<file path="src/rtl/smb_seq_pkg.sv">
package smb_seq_pkg;
  typedef enum logic [3:0] {
    K_QUICK = 4'd0, K_SEND = 4'd1, K_RECV = 4'd2, K_WR_BYTE = 4'd3, K_RD_BYTE = 4'd4,
    K_WR_WORD = 4'd5, K_RD_WORD = 4'd6, K_BLK_WR = 4'd7, K_BLK_RD = 4'd8
  } kind_e;

  typedef enum logic [2:0] {
    OP_START_W = 3'd0, OP_START_R = 3'd1, OP_SEND = 3'd2,
    OP_RECV_ACK = 3'd3, OP_RECV_NACK = 3'd4, OP_STOP = 3'd5
  } eng_op_e;

  typedef enum logic [2:0] {
    S_IDLE, S_ADDR, S_CODE, S_RS, S_CNT_TX, S_CNT_RX, S_DATA, S_STOP
  } seq_st_e;

  typedef struct packed {
    logic first_rd;
    logic has_code;
    logic has_rs;
    logic is_read;
    logic cnt_tx;
    logic cnt_rx;
    logic use_buf;
  } shape_t;
endpackage

</file>
<file path="src/rtl/smb_seq_decode.sv">
module smb_seq_decode
  import smb_seq_pkg::*;
#(
  parameter int unsigned DEPTH = 32,
  localparam int unsigned LW = $clog2(DEPTH + 1)
) (
  input  logic [3:0]    kind_i,
  input  logic [7:0]    len_i,
  input  logic          rd_bit_i,
  input  logic          cnt_en_i,
  input  logic          skip_cmd_i,
  output shape_t        shape_o,
  output logic [LW-1:0] nbytes_o
);
  logic [LW-1:0] blk_len;

  always_comb begin
    blk_len  = (int'(len_i) > int'(DEPTH)) ? LW'(DEPTH) : LW'(len_i);
    shape_o  = '0;
    nbytes_o = '0;
    case (kind_e'(kind_i))
      K_SEND:    nbytes_o = LW'(1);
      K_RECV: begin
        shape_o.first_rd = 1'b1;
        shape_o.is_read  = 1'b1;
        nbytes_o         = LW'(1);
      end
      K_WR_BYTE: begin
        shape_o.has_code = 1'b1;
        nbytes_o         = LW'(1);
      end
      K_WR_WORD: begin
        shape_o.has_code = 1'b1;
        nbytes_o         = LW'(2);
      end
      K_RD_BYTE, K_RD_WORD: begin
        shape_o.has_code = 1'b1;
        shape_o.has_rs   = 1'b1;
        shape_o.is_read  = 1'b1;
        nbytes_o         = (kind_e'(kind_i) == K_RD_WORD) ? LW'(2) : LW'(1);
      end
      K_BLK_WR: begin
        shape_o.has_code = 1'b1;
        shape_o.cnt_tx   = cnt_en_i;
        shape_o.use_buf  = 1'b1;
        nbytes_o         = blk_len;
      end
      K_BLK_RD: begin
        shape_o.first_rd = skip_cmd_i;
        shape_o.has_code = !skip_cmd_i;
        shape_o.has_rs   = !skip_cmd_i;
        shape_o.is_read  = 1'b1;
        shape_o.cnt_rx   = cnt_en_i;
        shape_o.use_buf  = 1'b1;
        nbytes_o         = blk_len;
      end
      default:   shape_o.first_rd = rd_bit_i;  // quick: address only
    endcase
  end
endmodule

</file>
<file path="src/rtl/smb_seq_buf.sv">
module smb_seq_buf #(
  parameter int unsigned DEPTH = 32,
  localparam int unsigned IW = $clog2(DEPTH)
) (
  input  logic          clk_i,
  input  logic          rst_ni,
  input  logic          busy_i,
  input  logic          h_we_i,
  input  logic [IW-1:0] h_idx_i,
  input  logic [7:0]    h_wdata_i,
  output logic [7:0]    h_rdata_o,
  input  logic          s_we_i,
  input  logic [IW-1:0] s_idx_i,
  input  logic [7:0]    s_wdata_i,
  output logic [7:0]    s_rdata_o
);
  logic [7:0] mem_q [DEPTH];

  always_ff @(posedge clk_i or negedge rst_ni) begin
    if (!rst_ni) begin
      for (int i = 0; i < int'(DEPTH); i++) mem_q[i] <= '0;
    end else if (s_we_i) begin
      mem_q[s_idx_i] <= s_wdata_i;
    end else if (h_we_i && !busy_i) begin
      mem_q[h_idx_i] <= h_wdata_i;
    end
  end

  assign h_rdata_o = mem_q[h_idx_i];
  assign s_rdata_o = mem_q[s_idx_i];

  // host writes are locked out during a transaction
  p_host_locked_r11: assert property (@(posedge clk_i) disable iff (!rst_ni)
    busy_i && h_we_i && !(s_we_i && s_idx_i == h_idx_i)
    |=> mem_q[$past(h_idx_i)] == $past(mem_q[h_idx_i]));
endmodule

</file>
<file path="src/rtl/smb_seq_ctrl.sv">
module smb_seq_ctrl
  import smb_seq_pkg::*;
#(
  parameter int unsigned DEPTH = 32,
  localparam int unsigned IW = $clog2(DEPTH),
  localparam int unsigned LW = $clog2(DEPTH + 1)
) (
  input  logic          clk_i,
  input  logic          rst_ni,
  input  logic          start_i,
  input  logic [6:0]    addr_i,
  input  logic [7:0]    cmd_byte_i,
  input  logic [15:0]   wdata_i,
  input  shape_t        shape_i,
  input  logic [LW-1:0] nbytes_i,
  input  logic [7:0]    buf_rdata_i,
  output logic          buf_we_o,
  output logic [IW-1:0] buf_idx_o,
  output logic [7:0]    buf_wdata_o,
  output logic          eng_req_o,
  output logic [2:0]    eng_op_o,
  output logic [7:0]    eng_data_o,
  input  logic          eng_rdy_i,
  input  logic          eng_ack_i,
  input  logic [7:0]    eng_rdata_i,
  output logic          busy_o,
  output logic          done_o,
  output logic          err_o,
  output logic [15:0]   rdata_o,
  output logic [LW-1:0] rlen_o
);
  seq_st_e       st_q, body_st;
  shape_t        shp_q;
  logic [6:0]    addr_q;
  logic [7:0]    code_q;
  logic [15:0]   wd_q, rd_q;
  logic [LW-1:0] n_q, cap_q, idx_q, rlen_q;
  logic          err_q, done_q, acc, last;
  eng_op_e       op;

  assign acc       = eng_req_o && eng_rdy_i;
  assign last      = (idx_q == n_q - LW'(1));
  assign busy_o    = (st_q != S_IDLE);
  assign eng_req_o = busy_o;
  assign eng_op_o  = op;
  assign done_o    = done_q;
  assign err_o     = err_q;
  assign rdata_o   = rd_q;
  assign rlen_o    = rlen_q;

  assign buf_idx_o   = idx_q[IW-1:0];
  assign buf_wdata_o = eng_rdata_i;
  assign buf_we_o    = acc && (st_q == S_DATA) && shp_q.is_read && shp_q.use_buf;

  // phase after address / command / repeated start
  always_comb begin
    if (shp_q.is_read) body_st = shp_q.cnt_rx ? S_CNT_RX : ((n_q == '0) ? S_STOP : S_DATA);
    else               body_st = shp_q.cnt_tx ? S_CNT_TX : ((n_q == '0) ? S_STOP : S_DATA);
  end

  always_comb begin
    op         = OP_STOP;
    eng_data_o = '0;
    case (st_q)
      S_ADDR: begin
        op         = shp_q.first_rd ? OP_START_R : OP_START_W;
        eng_data_o = {addr_q, shp_q.first_rd};
      end
      S_CODE: begin
        op         = OP_SEND;
        eng_data_o = code_q;
      end
      S_RS: begin
        op         = OP_START_R;
        eng_data_o = {addr_q, 1'b1};
      end
      S_CNT_TX: begin
        op         = OP_SEND;
        eng_data_o = 8'(n_q);
      end
      S_CNT_RX: op = OP_RECV_ACK;
      S_DATA: begin
        if (shp_q.is_read) begin
          op = last ? OP_RECV_NACK : OP_RECV_ACK;
        end else begin
          op         = OP_SEND;
          eng_data_o = shp_q.use_buf ? buf_rdata_i : (idx_q[0] ? wd_q[15:8] : wd_q[7:0]);
        end
      end
      default: op = OP_STOP;
    endcase
  end

  always_ff @(posedge clk_i or negedge rst_ni) begin
    if (!rst_ni) begin
      st_q   <= S_IDLE;
      shp_q  <= '0;
      addr_q <= '0;
      code_q <= '0;
      wd_q   <= '0;
      rd_q   <= '0;
      n_q    <= '0;
      cap_q  <= '0;
      idx_q  <= '0;
      rlen_q <= '0;
      err_q  <= 1'b0;
      done_q <= 1'b0;
    end else begin
      done_q <= 1'b0;
      case (st_q)
        S_IDLE: if (start_i) begin
          shp_q  <= shape_i;
          addr_q <= addr_i;
          code_q <= cmd_byte_i;
          wd_q   <= wdata_i;
          n_q    <= nbytes_i;
          cap_q  <= nbytes_i;
          idx_q  <= '0;
          rlen_q <= '0;
          rd_q   <= '0;
          err_q  <= 1'b0;
          st_q   <= S_ADDR;
        end
        S_ADDR: if (acc) begin
          if (!eng_ack_i) begin
            err_q  <= 1'b1;
            done_q <= 1'b1;
            st_q   <= S_IDLE;
          end else begin
            st_q <= shp_q.has_code ? S_CODE : body_st;
          end
        end
        S_CODE: if (acc) st_q <= shp_q.has_rs ? S_RS : body_st;
        S_RS: if (acc) begin
          if (!eng_ack_i) begin
            err_q <= 1'b1;
            st_q  <= S_STOP;
          end else begin
            st_q <= body_st;
          end
        end
        S_CNT_TX: if (acc) st_q <= (n_q == '0) ? S_STOP : S_DATA;
        S_CNT_RX: if (acc) begin
          if (eng_rdata_i == '0 || int'(eng_rdata_i) > int'(cap_q)) begin
            n_q  <= '0;
            st_q <= S_STOP;
          end else begin
            n_q  <= LW'(eng_rdata_i);
            st_q <= S_DATA;
          end
        end
        S_DATA: if (acc) begin
          if (shp_q.is_read) begin
            rlen_q <= rlen_q + LW'(1);
            if (!shp_q.use_buf) begin
              if (idx_q[0]) rd_q[15:8] <= eng_rdata_i;
              else          rd_q[7:0]  <= eng_rdata_i;
            end
          end
          idx_q <= idx_q + LW'(1);
          if (last) st_q <= S_STOP;
        end
        S_STOP: if (acc) begin
          done_q <= 1'b1;
          st_q   <= S_IDLE;
        end
        default: st_q <= S_IDLE;
      endcase
    end
  end

  // request held until accepted
  p_req_hold_r10: assert property (@(posedge clk_i) disable iff (!rst_ni)
    eng_req_o && !eng_rdy_i |=> eng_req_o && $stable(eng_op_o) && $stable(eng_data_o));
  // single-cycle completion
  p_done_pulse_r12: assert property (@(posedge clk_i) disable iff (!rst_ni)
    done_o |=> !done_o);
  // error flag stable while idle without start
  p_err_hold_r12: assert property (@(posedge clk_i) disable iff (!rst_ni)
    !busy_o && !start_i |=> $stable(err_o));
  // start while busy does not reload the transaction
  p_start_ignored_r11: assert property (@(posedge clk_i) disable iff (!rst_ni)
    busy_o && start_i |=> $stable(addr_q) && $stable(shp_q));
  // failed first start ends without stop
  p_addr_nack_r5: assert property (@(posedge clk_i) disable iff (!rst_ni)
    st_q == S_ADDR && acc && !eng_ack_i |=> done_o && err_o && !eng_req_o);
  // failed repeated start is followed by a stop
  p_rs_nack_r6: assert property (@(posedge clk_i) disable iff (!rst_ni)
    st_q == S_RS && acc && !eng_ack_i |=> eng_req_o && eng_op_o == OP_STOP);
  // data phase never exceeds the capacity
  p_cnt_cap_r9: assert property (@(posedge clk_i) disable iff (!rst_ni)
    st_q == S_DATA |-> n_q <= cap_q && n_q != '0);
endmodule

</file>
<file path="src/rtl/smbus_seq.sv">
module smbus_seq
  import smb_seq_pkg::*;
#(
  parameter int unsigned DEPTH = 32,
  localparam int unsigned IW = $clog2(DEPTH),
  localparam int unsigned LW = $clog2(DEPTH + 1)
) (
  input  logic          clk_i,
  input  logic          rst_ni,
  input  logic          start_i,
  input  logic [3:0]    kind_i,
  input  logic [6:0]    addr_i,
  input  logic [7:0]    cmd_byte_i,
  input  logic [15:0]   wdata_i,
  input  logic [7:0]    len_i,
  input  logic          rd_bit_i,
  input  logic          cnt_en_i,
  input  logic          skip_cmd_i,
  input  logic          buf_we_i,
  input  logic [IW-1:0] buf_idx_i,
  input  logic [7:0]    buf_wdata_i,
  output logic [7:0]    buf_rdata_o,
  output logic          busy_o,
  output logic          done_o,
  output logic          err_o,
  output logic [15:0]   rdata_o,
  output logic [LW-1:0] rlen_o,
  output logic          eng_req_o,
  output logic [2:0]    eng_op_o,
  output logic [7:0]    eng_data_o,
  input  logic          eng_rdy_i,
  input  logic          eng_ack_i,
  input  logic [7:0]    eng_rdata_i
);
  shape_t        shape;
  logic [LW-1:0] nbytes;
  logic          s_we;
  logic [IW-1:0] s_idx;
  logic [7:0]    s_wdata, s_rdata;

  smb_seq_decode #(.DEPTH(DEPTH)) u_dec (
    .kind_i    (kind_i),
    .len_i     (len_i),
    .rd_bit_i  (rd_bit_i),
    .cnt_en_i  (cnt_en_i),
    .skip_cmd_i(skip_cmd_i),
    .shape_o   (shape),
    .nbytes_o  (nbytes)
  );

  smb_seq_buf #(.DEPTH(DEPTH)) u_buf (
    .clk_i    (clk_i),
    .rst_ni   (rst_ni),
    .busy_i   (busy_o),
    .h_we_i   (buf_we_i),
    .h_idx_i  (buf_idx_i),
    .h_wdata_i(buf_wdata_i),
    .h_rdata_o(buf_rdata_o),
    .s_we_i   (s_we),
    .s_idx_i  (s_idx),
    .s_wdata_i(s_wdata),
    .s_rdata_o(s_rdata)
  );

  smb_seq_ctrl #(.DEPTH(DEPTH)) u_ctrl (
    .clk_i      (clk_i),
    .rst_ni     (rst_ni),
    .start_i    (start_i),
    .addr_i     (addr_i),
    .cmd_byte_i (cmd_byte_i),
    .wdata_i    (wdata_i),
    .shape_i    (shape),
    .nbytes_i   (nbytes),
    .buf_rdata_i(s_rdata),
    .buf_we_o   (s_we),
    .buf_idx_o  (s_idx),
    .buf_wdata_o(s_wdata),
    .eng_req_o  (eng_req_o),
    .eng_op_o   (eng_op_o),
    .eng_data_o (eng_data_o),
    .eng_rdy_i  (eng_rdy_i),
    .eng_ack_i  (eng_ack_i),
    .eng_rdata_i(eng_rdata_i),
    .busy_o     (busy_o),
    .done_o     (done_o),
    .err_o      (err_o),
    .rdata_o    (rdata_o),
    .rlen_o     (rlen_o)
  );
endmodule

</file>
<file path="config.mk">
export PLATFORM = sky130hd
export DESIGN_NAME = smbus_seq
export DESIGN_NICKNAME = d
export VERILOG_FILES = /design/src/rtl/smb_seq_pkg.sv /design/src/rtl/smb_seq_decode.sv /design/src/rtl/smb_seq_buf.sv /design/src/rtl/smb_seq_ctrl.sv /design/src/rtl/smbus_seq.sv
export SDC_FILE = /design/constraint.sdc
export NUM_CORES = 1
export LEC_CHECK = 0
export BUFFER_PORTS_ARGS = -buffer_cell sky130_fd_sc_hd__buf_2
export CAP_MARGIN = 20
export CORE_AREA = 2 2 245 247
export CTS_BUF_LIST = sky130_fd_sc_hd__clkbuf_8
export CTS_CLUSTER_DIAMETER = 100
export CTS_CLUSTER_SIZE = 40
export DETAILED_ROUTE_END_ITERATION = 6
export DIE_AREA = 0 0 247 249
export PLACE_DENSITY = 0.53
export RECOVER_POWER = 50
export SLEW_MARGIN = 5
export SYNTH_ARGS = -nofsm -noshare
export SYNTH_HDL_FRONTEND = slang
export SYNTH_SLANG_ARGS = --single-unit
</file>
<file path="constraint.sdc">
create_clock -name clk_i -period 6.39 [get_ports clk_i]
set_clock_uncertainty 0.1 [all_clocks]
set_input_delay 1.278 -clock clk_i [delete_from_list [all_inputs] [get_ports clk_i]]
set_output_delay 1.278 -clock clk_i [all_outputs]
set_load 0.02 [all_outputs]
</file>
After elaboration in Yosys (flattened, before gate mapping). Index checks and enable logic that the tools add are counted.

Register bits after elaboration: 339. Bits in latches: 0. Bits in writable memories: 0. Memory bits (read-only): 0. Input bits: 73. Output and inout bits: 45. Logic and storage cells: 203. Memories kept: 0.

Add/sub/neg operators: 3. Multiply operators: 0. Divide/modulo/power cells: 0. Magnitude comparators: 6. Equality and inequality tests: 31. Shift operators: 0. Multiplexer cells: 76. Bitwise operators: 2. Reduce and logical (&&, ||, !) cells: 34.

Operators by type and width (count): $bwmux 256 (2); $mux 256 (2); $mux 8 (11); $bmux 8 s5 (2); $demux 8 s5 (2); $mux 16 (4); $mux 3 (16); $mux 6 (8); $pmux 8 s5 (1); $pmux 6 s2 (3); $pmux 16 s2 (1); $pmux 3 s8 (1); $pmux 6 s4 (1); $ne 2x1->1 const B (11); $eq 4x3->1 const B (4); $pmux 3 s5 (1); $mux 1 (13); $add 6x1->6 const B (2); $eq 3x3->1 const B (4); $ge 6x6->1 const B (2); $lt 6x1->1 const B (2); $not 5->6 (2); $reduce_and 6->1 (2); $reduce_and 9->1 (1); other kinds (29) (54).

Logic depth before layout (Yosys ltp).
Depth in word-level cells: 8. Gate-level depth with buffers: 11. Mapped depth without buffers: 7.

Cells and area by module. From an unflattened synthesis, not the netlist that was laid out.

Cells, all modules: 2080. Area, all modules: 21410.5 sq um.

By module, submodules not included: smb_seq_buf (times used 1, cells each 1509, area each 16659.7 sq um, sequential area each 6406.1 sq um); smb_seq_ctrl (times used 1, cells each 530, area each 4499.3 sq um, sequential area each 2077.0 sq um); smb_seq_decode (times used 1, cells each 41, area each 251.5 sq um, sequential area each 0.0 sq um).

Worst setup path before layout. No wires, ideal clock.

Path kind: input to output. From: input port buf_idx_i[0]. To: output port buf_rdata_o[3]. Data arrival time: 3.088 ns. Data required time: 5.012 ns. Slack: 1.924 ns. Cell stages on the path: 6. Buffers on the path: 3. Path through: clkbuf_1 -> buf_2 -> buf_2 -> mux4_2 -> a22oi_1 -> o2111ai_1.

Cells in the longest elaborated chain, start to end: 4.

Ends and longest elaborated chain: start: declaration (RTL line smbus_seq.sv:20) `input logic [IW-1:0] buf_idx_i,`; $not 5->6 (implied by the code) (RTL line smb_seq_buf.sv:29) `assign h_rdata_o = mem_q[h_idx_i];`; $bmux 8 s5 (RTL line smb_seq_buf.sv:29); $mux 8 (implied by the code) (2 in a row) (RTL line smb_seq_buf.sv:29); end: declaration (RTL line smbus_seq.sv:22) `output logic [7:0] buf_rdata_o,`.

Every way passes these cells. The select of a mux whose other input is x is not followed.

Worst setup path in the final report.
From: register u_ctrl.idx_q[0]. To: output port eng_data_o[7].

Cells in the longest elaborated chain, start to end: 7. Elaborated cells on any way between the ends: 8. Those cells by class: 7 x mux; 1 x bitwise.

Ends and longest elaborated chain: start: declaration (RTL line smb_seq_ctrl.sv:37) `logic [LW-1:0] n_q, cap_q, idx_q, rlen_q;`; start signal: assignment (RTL line smb_seq_ctrl.sv:160) `idx_q <= idx_q + LW'(1);`; $not 5->6 (implied by the code) (RTL line smb_seq_buf.sv:30) `assign s_rdata_o = mem_q[s_idx_i];`; $bmux 8 s5 (RTL line smb_seq_buf.sv:30); $mux 8 (implied by the code) (2 in a row) (RTL line smb_seq_buf.sv:30); $mux 8 * (RTL line smb_seq_ctrl.sv:87) `eng_data_o = shp_q.use_buf ? buf_rdata_i : (idx_q[0] ? wd_q[15:8] : wd_q[7:0]);`; $mux 8 * (RTL line smb_seq_ctrl.sv:83) `if (shp_q.is_read) begin`; $pmux 8 s5 * (RTL line smb_seq_ctrl.sv:64) `case (st_q)`; end: declaration (RTL line smbus_seq.sv:30) `output logic [7:0] eng_data_o,`.

Every way passes the cells marked *; elsewhere a longest branch is shown, timed or not. The select of a mux whose other input is x is not followed.

==> reports/metrics.cfg <==
[critical_path]
crit_fanout = 40
crit_path_start_kind = flop
arrival_ns = 4.18
crit_path_start = u_ctrl.idx_q[0]
critical_path_required_ns = 5.01
rrSetupSlack_ns = 2.56
r2r_start = u_ctrl.shp_q[0]
critical_path_class = reg -> out
end_kind = output port

[pwr]
p_leak_nw = 10.9
power-per-cell-area_mw_per_mm2 = 320
swShare_pct = 42.3
p_clk_share_pct = 18.8
ir_worst_vdd_mv = 0.159
internal-power_w = 0.00410
p_comb_share_pct = 36.2
power.switching_w = 0.00301
seqPwrFrac_pct = 45.0

[drt]
wl_per_cell_um = 29.7
ant_nets = 0
drc_errors = 0
viasPerCell = 6.44
via_count = 17800
dr.pass1.iters = 7
dr.first_iter.drc_count = 2388
drt_wl_total_um = 82100

[timing]
hold_slack_ns = 0.391
drv_slew = 259
rsz0062_at_grt = no
tightest_slew_ns = 3.92
max-slew-margin-rel_pct = -161
fin_crit_sh_pct = 87.0
hold_violations = 0
finalSetupTns_ns = 0
min_period_ns = 5.56
max_freq_mhz = 180
setup_viol = 0

[cts]
clk_path_buf_depth = 3
h-tree-depth = 1
clk_latency_ns = 0.69
cts_root_buf = clkbuf_8
numCtsBuffers = 20
cts_hold_buf = 0
ctsResizeCount = 0
cts_sinks = 339
post-cts-setup-buffers = 0
clk_pin_slew_ns = 0.17
cts_tree = done

[logic_synthesis]
syn_area_mm2 = 0.0204
synth_area_leader_cell = dfrtp_1
yosysMostFrequentCell = dfrtp_1
async_reset_ff_share_pct = 100
synth-seq-cells = 339
seq_area_frac_synth_pct = 41.5
syn_nets = 2049
synth_top_area_share_pct = 41.5
syn_avg_cell_area_um2 = 10.4
synthFlopType = dfrtp_1
synth_cell_types = 75
yosys_warnings = 0
yosys-top-cells-count = dfrtp_1 (339), nand2_1 (274), a21o_1 (171), a22o_1 (171), clkbuf_1 (115)
synth_edf_count = 0
synthTopCellsByArea = dfrtp_1 (42%), mux4_2 (12%), a22o_1 (7.3%)
synthCells = 1964

[die]
fp.dieW_um = 247
chipHeight_um = 249
ios = 118
dieArea_mm2 = 0.0615
num_rows = 89
initial_core_util_pct = 34.8
core-area_mm2 = 0.0587

[worst_hold_path]
hold_start = u_ctrl.wd_q[9]
hp-class = reg -> reg

[cells_and_area]
syn_to_final_growth_pct = 8.47
nFillCells = 5827
regArea_mm2 = 0.00849
layout.nets = 2065
drive_above_1_share_pct = 18.8
multi_input_area_mm2 = 0.0111

[placed_design]
dpl.hpwl_um = 55500
gp_congestion = 0.952
port_buffers = 117

[run]
drv_cap = 3

[status]
status = finished, violations left
violations = capacitance limit, slew limit

[global_route]
grt_max_degree = 148
overflow = 0
grt_usage_pct = 26.4
grt_pass1_vias = 17200
antenna_found_initial = 2
grt_pass1_wl_um = 120000

## power groups by stage
| stage | Combinational (W) | Clock [W] | Sequential, W |
|---|---|---|---|
| 2_1_floorplan | 0.00182 | 0 | 0.00288 |
| 3_3_place_gp | 0.00251 | 0 | 0.00320 |
| 3_5_place_dp | 0.00254 | 0 | 0.00320 |
| 4_1_cts | 0.00255 | 0.00137 | 0.00317 |
| 5_1_grt | 0.00275 | 0.00145 | 0.00323 |
| 6_report | 0.00257 | 0.00134 | 0.00319 |
## path summary, 6_finish.rpt
path,endpoint,depth (start not counted)
setup / recovery,eng_data_o[7],7
hold / removal,u_ctrl.wd_q[9],2
setup reg to reg,u_buf.mem_q[225],5
hold reg to reg,u_ctrl.wd_q[9],2
max in group asynchronous,u_buf.mem_q[240],2
min in group asynchronous,u_ctrl.rdata_o[14],1
## worst max-delay path, stage by stage (launching register included)
cell	delay (ns)
dfrtp_4	0.97
buf_4	0.41
buf_4	0.27
mux4_2	0.52
a22o_1	0.19
nor3_1	0.72
o22ai_1	0.18
buf_2	0.22
## sequential cells by signal, summed over array words and instances, names as in the netlist
register,cells
u_ctrl.code_q,8
u_ctrl.n_q,6
u_ctrl.done_o,1
u_ctrl.rdata_o,16
u_ctrl.cap_q,6
u_buf.mem_q,256
u_ctrl.shp_q,7
u_ctrl.rlen_o,6
u_ctrl.wd_q,16
u_ctrl.addr_q,7
u_ctrl.err_o,1
u_ctrl.idx_q,6
u_ctrl.st_q,3
## per-layer routing
layer / vias up / track usage, % / wire length [µm]
li1: 7445 / - / -
met1: 9164 / 37.4 / 34300
met2: 988 / 39.2 / 36400
met3: 212 / 5.26 / 7490
met4: 4 / 10.5 / 3820
met5: - / 0.556 / 60
## through the flow
step	util [%]	std cells	total power [W]	setup slack (ns)	instance area [µm²]
floorplan	-	1964	0.00470	1.92	20400
global placement	36.8	2728	0.00571	1.25	21600
detailed placement	36.8	2728	0.00574	1.20	21600
CTS	37.8	2764	0.00708	0.794	22200
global route	37.8	2767	0.00743	0.634	22200
finish	37.8	2768	0.00710	0.829	22200
## logic make-up (layout without fill, tap and decap cells)
group	after synthesis	after routing	share of synthesized area, %
xor gates and xnor gates	15	15	0.643
and+or+nand+nor	576	576	13.6
adders and majority gates	12	12	0.735
AOI/OAI and AO/OA	654	654	24.3
other	0	1	0
muxes	168	168	15.3
DFF	339	339	41.5
buffers and inverters	200	230	4.00
## cells in the final DEF, fill, tap and decap left out, types with 9 or more instances in the layout
master | Yosys | routed
a21oi_1 | 29 | 29
mux4_2 | 112 | 112
nor2b_1 | 27 | 27
buf_4 | 2 | 33
inv_1 | 40 | 40
a21o_1 | 171 | 171
a22o_1 | 171 | 171
buf_2 | 23 | 114
nand4_1 | 16 | 17
ha_1 | 12 | 12
a31oi_1 | 10 | 10
a22oi_1 | 110 | 110
mux2i_1 | 26 | 26
nand2_1 | 274 | 274
o21ai_0 | 72 | 72
nor2_1 | 105 | 105
clkbuf_8 | 0 | 20
xor2_1 | 9 | 9
nand3_1 | 29 | 29
mux2_2 | 30 | 30
nor2_2 | 15 | 15
dfrtp_1 | 339 | 337
a2bb2oi_1 | 13 | 13
nor3_1 | 21 | 21
## area by class of cell
type | instances | share of cell area (%)
multi-input combinational | 1425 | 50.2
sequential | 339 | 38.3
tap | 773 | 4.36
timing repair buffer | 154 | 3.87
clock inverter | 16 | 1.34
clock buffer | 20 | 1.24
inverter | 40 | 0.677
antenna | 1 | 0.0113
No activity file was read; power rests on OpenSTA's default activity.
